--- config.mk ---
export PLATFORM = sky130hd
export DESIGN_NAME = lp_lfsr_gen
export DESIGN_NICKNAME = d
export VERILOG_FILES = /design/src/rtl/lp_lfsr_pkg.sv /design/src/rtl/lp_lfsr_core.sv /design/src/rtl/lp_lfsr_phase.sv /design/src/rtl/lp_lfsr_blend.sv /design/src/rtl/lp_lfsr_gen.sv
export SDC_FILE = /design/constraint.sdc
export NUM_CORES = 1
export LEC_CHECK = 0
export BUFFER_PORTS_ARGS = -buffer_cell sky130_fd_sc_hd__buf_2
export CORE_MARGIN = 4
export CORE_UTILIZATION = 30
export CTS_CLUSTER_SIZE = 10
export DETAILED_ROUTE_END_ITERATION = 8
export PLACE_DENSITY = 0.53
export SETUP_SLACK_MARGIN = 0.2
export SLEW_MARGIN = 20
export SYNTH_ARGS = -nofsm -noshare
export SYNTH_HDL_FRONTEND = slang
export SYNTH_HIERARCHICAL = 1
export SYNTH_SLANG_ARGS = --single-unit
--- constraint.sdc ---
create_clock -name clk_i -period 3.5 [get_ports clk_i]
set_input_delay 0.175 -clock clk_i [delete_from_list [all_inputs] [get_ports clk_i]]
set_output_delay 0.175 -clock clk_i [all_outputs]
set_load 0.02 [all_outputs]
--- src/rtl/lp_lfsr_pkg.sv ---
package lp_lfsr_pkg;
  localparam int unsigned LFSR_W    = 36;
  localparam int unsigned N_GRP     = 4;
  localparam int unsigned TAP_STAGE = 11;
  localparam logic [LFSR_W-1:0] SEED = 36'b010010100101101011010010100101101011;
endpackage

--- src/rtl/lp_lfsr_core.sv ---
module lp_lfsr_core #(
  parameter int unsigned W    = 36,
  parameter int unsigned TAP  = 11,
  parameter logic [W-1:0] SEED = '0
) (
  input  logic         clk_i,
  input  logic         rst_ni,
  input  logic         adv_i,
  input  logic         load_i,
  output logic [W-1:0] state_o,
  output logic [W-1:0] next_o
);
  logic [W-1:0] state_q;

  // shift toward msb, feedback from last stage and tap stage
  assign next_o  = {state_q[W-2:0], state_q[W-1] ^ state_q[TAP-1]};
  assign state_o = state_q;

  always_ff @(posedge clk_i or negedge rst_ni) begin
    if (!rst_ni)     state_q <= SEED;
    else if (load_i) state_q <= SEED;
    else if (adv_i)  state_q <= next_o;
  end
endmodule

--- src/rtl/lp_lfsr_phase.sv ---
module lp_lfsr_phase #(
  parameter int unsigned N_GRP = 4,
  localparam int unsigned PW   = (N_GRP > 1) ? $clog2(N_GRP) : 1
) (
  input  logic          clk_i,
  input  logic          rst_ni,
  input  logic          en_i,
  input  logic          load_i,
  output logic [PW-1:0] phase_o,
  output logic          wrap_o
);
  localparam logic [PW-1:0] LAST = PW'(N_GRP - 1);

  logic [PW-1:0] phase_q;

  assign phase_o = phase_q;
  assign wrap_o  = en_i && !load_i && (phase_q == LAST);

  always_ff @(posedge clk_i or negedge rst_ni) begin
    if (!rst_ni)     phase_q <= '0;
    else if (load_i) phase_q <= '0;
    else if (en_i)   phase_q <= (phase_q == LAST) ? '0 : phase_q + 1'b1;
  end
endmodule

--- src/rtl/lp_lfsr_blend.sv ---
module lp_lfsr_blend #(
  parameter int unsigned W     = 36,
  parameter int unsigned N_GRP = 4,
  localparam int unsigned PW   = (N_GRP > 1) ? $clog2(N_GRP) : 1,
  localparam int unsigned GW   = W / N_GRP
) (
  input  logic [W-1:0]  present_i,
  input  logic [W-1:0]  next_i,
  input  logic [PW-1:0] phase_i,
  output logic [W-1:0]  vec_o
);
  for (genvar g = 0; g < N_GRP; g++) begin : g_grp
    localparam logic [PW-1:0] GIDX = PW'(g);
    logic take_next;
    assign take_next = (phase_i > GIDX);
    assign vec_o[g*GW +: GW] = take_next ? next_i[g*GW +: GW] : present_i[g*GW +: GW];
  end

  if (W % N_GRP != 0) begin : g_tail
    assign vec_o[W-1:N_GRP*GW] = present_i[W-1:N_GRP*GW];
  end
endmodule

--- src/rtl/lp_lfsr_gen.sv ---
module lp_lfsr_gen #(
  parameter int unsigned W     = lp_lfsr_pkg::LFSR_W,
  parameter int unsigned N_GRP = lp_lfsr_pkg::N_GRP,
  parameter int unsigned TAP   = lp_lfsr_pkg::TAP_STAGE,
  parameter logic [W-1:0] SEED = lp_lfsr_pkg::SEED
) (
  input  logic         clk_i,
  input  logic         rst_ni,
  input  logic         en_i,
  input  logic         load_i,
  output logic [W-1:0] vec_o,
  output logic         valid_o,
  output logic         anchor_o
);
  localparam int unsigned PW = (N_GRP > 1) ? $clog2(N_GRP) : 1;

  logic [W-1:0]  state, nxt;
  logic [PW-1:0] phase;
  logic          wrap;
  logic          valid_q;

  lp_lfsr_phase #(.N_GRP(N_GRP)) u_phase (
    .clk_i, .rst_ni, .en_i, .load_i,
    .phase_o(phase), .wrap_o(wrap)
  );

  lp_lfsr_core #(.W(W), .TAP(TAP), .SEED(SEED)) u_core (
    .clk_i, .rst_ni,
    .adv_i(wrap), .load_i,
    .state_o(state), .next_o(nxt)
  );

  lp_lfsr_blend #(.W(W), .N_GRP(N_GRP)) u_blend (
    .present_i(state), .next_i(nxt), .phase_i(phase), .vec_o
  );

  always_ff @(posedge clk_i or negedge rst_ni) begin
    if (!rst_ni) valid_q <= 1'b0;
    else         valid_q <= en_i;
  end

  assign valid_o  = valid_q;
  assign anchor_o = (phase == '0);
endmodule

Word level (Yosys, flattened, before mapping)

Index checks and enable logic that the tools add are counted.

Bits in registers: 39

Add/sub/neg operators: 1
Magnitude comparators: 4
Eq/ne operators: 1
Multiplexer cells: 9
Bitwise gates (word level): 1
Reductions and logical operators: 6

Operators by type and width:

| operator              | count |
|---|---|
| $mux W36              | 2 |
| $mux W9               | 4 |
| $mux W2               | 3 |
| $gt A2 B1 Y1 const B  | 2 |
| $gt A2 B2 Y1 const B  | 2 |
| $reduce_bool A2 Y1    | 2 |
| $add A2 B1 Y2 const B | 1 |
| $eq A2 B2 Y1 const B  | 1 |
| $logic_and A1 B1 Y1   | 2 |
| $logic_not A2 Y1      | 1 |
| $logic_not A1 Y1      | 1 |
| $xor A1 B1 Y1         | 1 |

Logic depth before layout (Yosys ltp)

Word-level depth: 5
Gate-level depth with buffers: 7

Modules after synthesis

The synthesis kept the hierarchy.

By module, submodules not included:

| module        | times used | cells each | area an instance (um2) | sequential area each (um2) |
|---|---|---|---|---|
| lp_lfsr_core  | 1          | 153        | 1779.2                 | 923.4 |
| lp_lfsr_blend | 1          | 39         | 447.9                  | 0.0 |
| lp_lfsr_phase | 1          | 10         | 107.6                  | 50.0 |
| lp_lfsr_gen   | 1          | 2          | 28.8                   | 25.0 |

Least setup slack after synthesis

Ideal clock, no wire load.

Kind: reg2reg
Start: reg u_phase.phase_q[0] (netlist: u_phase/phase_o[0])
End: reg u_core.state_q[15] (netlist: u_core/state_o[15])
Library setup time: 121 ps
Data arrival time: 1410 ps
Required time: 3379 ps
Path slack: 1968 ps
Cell stages (with the launch flop): 8
Path buffers: 2
Period minus slack after synthesis: 1532 ps
Cells stage by stage: dfrtp_1 > ha_1 > nand2_1 > nor2_1 > buf_6 > buf_12 > mux2i_1 > nor2_1

Word-level cells in the longest chain between the ends: 3

Ends and longest elaborated chain:

| what                         | line                | RTL |
|---|---|---|
| start, declared              | lp_lfsr_phase.sv:14 | `logic [PW-1:0] phase_q;` |
| start signal, assigned       | lp_lfsr_phase.sv:22 | `else if (en_i) phase_q <= (phase_q == LAST) ? '0 : phase_q + 1'b1;` |
| $eq A2 B2 Y1                 | lp_lfsr_phase.sv:17 | `assign wrap_o = en_i && !load_i && (phase_q == LAST);` |
| $logic_and A1 B1 Y1          | lp_lfsr_phase.sv:17 |  |
| via wrap                     | lp_lfsr_gen.sv:19   | `logic wrap;` |
| $reduce_bool A2 Y1 (no line) | n/a                 |  |
| end signal, assigned         | lp_lfsr_core.sv:22  | `else if (adv_i) state_q <= next_o;` |
| end, declared                | lp_lfsr_core.sv:13  | `logic [W-1:0] state_q;` |

The timed path passes the listed nets, and every way through them passes these cells.
A chain may end at the register's enable or synchronous reset.

Worst setup path after layout

Start: reg u_phase.phase_q[1] (netlist: u_phase/phase_o[1])
End: reg u_core.state_q[9] (netlist: u_core/state_o[9])

Same word-level chain as after synthesis.

==> impl_metrics.ini <==
[status]
status = complete, no violations

[power]
p_leak_nw = 1.02
total_power_uw = 909
sw_frac_of_total = 0.248
p_switching_uw = 225
peakVddDrop_uv = 205
p_int_uw = 684
seq_power_share = 0.515
combinationalPowerShare = 0.129
clkPwrFrac = 0.356
power.density_nw_per_um2 = 379

[place]
dp_hpwl_um = 2760
place_congestion = 0.674
portBuffers = 41
preCtsSetupSlack_ps = 1210

[worst_setup_path]
crit_path_end_kind = flip-flop
cp-startpoint = u_phase/phase_o[1]$_DFFE_PN0P_
path_buf_inv = 1
startpoint_type = flip-flop
cp_cell_sequence = ha_1 > nand2_1 > nor2_4 > buf_4 > mux2i_1 > nor2_1
worstPathMaxFanout = 14
slowest_stage = dfrtp_1
critical_path_class = reg2reg
path_delay_family = flip-flops
reg2reg_from = u_phase/phase_o[1]$_DFFE_PN0P_
arrival_ps = 2450
cp_data_required_time_ps = 3650
cpPeakStageDelay_ps = 790

[timing]
min_period_ps = 2300
relSlewSlack = 0.424
fin_worst_skew_ps = 3.70
fin_crit_sh = 0.658
rsz0062_at_grt = no
tightest_slew_ps = 864
setup_viol = 0
fmax_mhz = 434
layout_setup_ws_ps = 1200
setup-tns-final_ps = 0
hold_viol = 0
maxSlewViolCount = 0

[drt]
routed-via-count = 1298
wire_per_inst_um = 13.2
route.detailed.drc = 0
routed_wl_um = 4040
firstDrtPassIters = 4
ant_nets = 0
drtIter0Drc = 79
vias_per_cell = 4.26

[grt]
grt_pass1_wl_um = 7040
antenna_found_initial = 0
grt_start_max_net_pins = 40
grt_pass1_vias = 1348
gr-usage-all-layers = 0.0922
overflow = 0

[layout]
fillCellCount = 802
antenna_cells = 0
fin_nets = 207
area_growth_syn_to_layout_pct = 1.43
drive_gt1_frac = 0.488

[die]
die_area_sq_um = 9360
die_w_um = 96.8
start_util = 0.307
rows = 32
io_pins = 42
coreArea_sq_um = 7690
fp.dieH_um = 96.8

[synthesis]
ys_seq_area_frac = 0.422
synth_area_sq_um = 2360
synth_edf_count = 0
ys_ff_latch = 39
yosys-top-cells-count = buf_4, mux2i_1, dfrtp_1, nor2_1
synth.top_cell.area_share = 0.222
yosys_warnings = 6
synth_top_flop_cell = dfrtp_1
synthAdderAreaFrac = 0.00529
yosysTopAreaCell = dfrtp_1
netlist_top_cells_area = dfrtp_1, dfstp_2, mux2i_1
async_reset_ff_frac = 1.00
synth_top_family_by_area = multiplexers
yosysMostFrequentCell = buf_4
synth-xor-area-share = 0.00371
synth_nets = 209
synth_compound_area_frac = 0.00741
synthDistinctLibCells = 24
syn_area_per_cell_sq_um = 11.6
yosys.area_share.simple = 0.0842
muxShareOfSynthArea = 0.295
postSynthCellCount = 204

[clock_network]
cts_buffer_depth = 2
cts_tree = done
htreeDepth = 2
clock-sinks = 39
holdBufCountCts = 0
numCtsBuffers = 5
postCtsSetupRepairBufs = 0
clkSlewWorstSetupHoldPaths_ps = 70
insertion_delay_ps = 280
post_cts_resized = 0
ctsRootBufferMaster = clkbuf_8

[run]
maxCapViolations = 0

[hold_path]
hold_class = in2async
## power groups by stage
stage / registers [mW] / logic [mW] / clock network, mW
2_1_floorplan: 0.472 / 0.0886 / 0
3_3_place_gp: 0.476 / 0.120 / 0
3_5_place_dp: 0.476 / 0.120 / 0
4_1_cts: 0.468 / 0.120 / 0.341
5_1_grt: 0.469 / 0.127 / 0.363
6_report: 0.468 / 0.117 / 0.324
## layout by cell type, fill, tap and decap left out
cell	count
or3b_1	1
buf_2	41
o31a_1	1
dfrtp_1	21
clkbuf_8	7
mux2_4	9
nor2_1	20
nand2_8	1
xor2_1	1
inv_1	1
clkinv_1	1
ha_1	1
buf_4	2
mux2i_1	36
nand2_1	18
a21oi_2	1
nand2b_1	1
or3_1	1
nor2_4	2
mux2_2	18
dfstp_2	18
clkbuf_1	1
## through the flow
| step | cells | util | hold WS [ps] | area (sq um) |
|---|---|---|---|---|
| 2_1_floorplan | 204 | - | -121 | 2360 |
| 3_3_place_gp | 297 | 0.299 | 353 | 2300 |
| 3_5_place_dp | 297 | 0.299 | 344 | 2300 |
| 4_1_cts | 305 | 0.312 | 28.2 | 2400 |
| 5_1_grt | 305 | 0.312 | 63.7 | 2400 |
| 6_report | 305 | 0.312 | 0.932 | 2400 |
## final timing paths
kind / end / slack, ps / cells past startpoint
max reg2reg: u_core/state_o[9]$_DFFE_PN0P_ / 1200 / 6
max in group asynchronous: u_core/state_o[28]$_DFFE_PN0P_ / 2960 / 1
min in group clk_i: valid_o$_DFF_PN0_ / 80 / 1
min: u_core/state_o[7]$_DFFE_PN0P_ / 0.9 / 1
max: u_core/state_o[9]$_DFFE_PN0P_ / 1200 / 6
min reg2reg: u_core/state_o[31]$_DFFE_PN1P_ / 530 / 2
## kinds of logic (layout without fill, tap and decap cells)
| kind of cell | count (synthesis) | in the layout |
|---|---|---|
| xor gates and xnor gates | 1 | 1 |
| AOI/OAI and AO/OA | 2 | 2 |
| muxes | 63 | 63 |
| adders and majority gates | 1 | 1 |
| DFF | 39 | 39 |
| and+or+nand+nor | 44 | 44 |
| buffers and inverters | 54 | 53 |
## per-layer routing
metal / part of all wire / GRT usage
met5: 0 / 0
met4: 0.0084 / 0.0259
met3: 0.050 / 0.0260
met2: 0.45 / 0.140
met1: 0.49 / 0.128
## sequential cells by signal (all words and copies together), names as in the netlist
| register | cells |
|---|---|
| u_core/state_o | 36 |
| u_phase/phase_o | 2 |
| valid_o | 1 |
## final cells by class
type                       instances  area [sq um]  share of cell area
inverter                           2          7.51             0.00313
multi-input combinational        111           943               0.394
sequential                        39           998               0.416
clock buffer                       8           100              0.0418
timing repair buffer              43           220              0.0919
tap                              102           128              0.0532
Power figures use the tool's default switching activity.
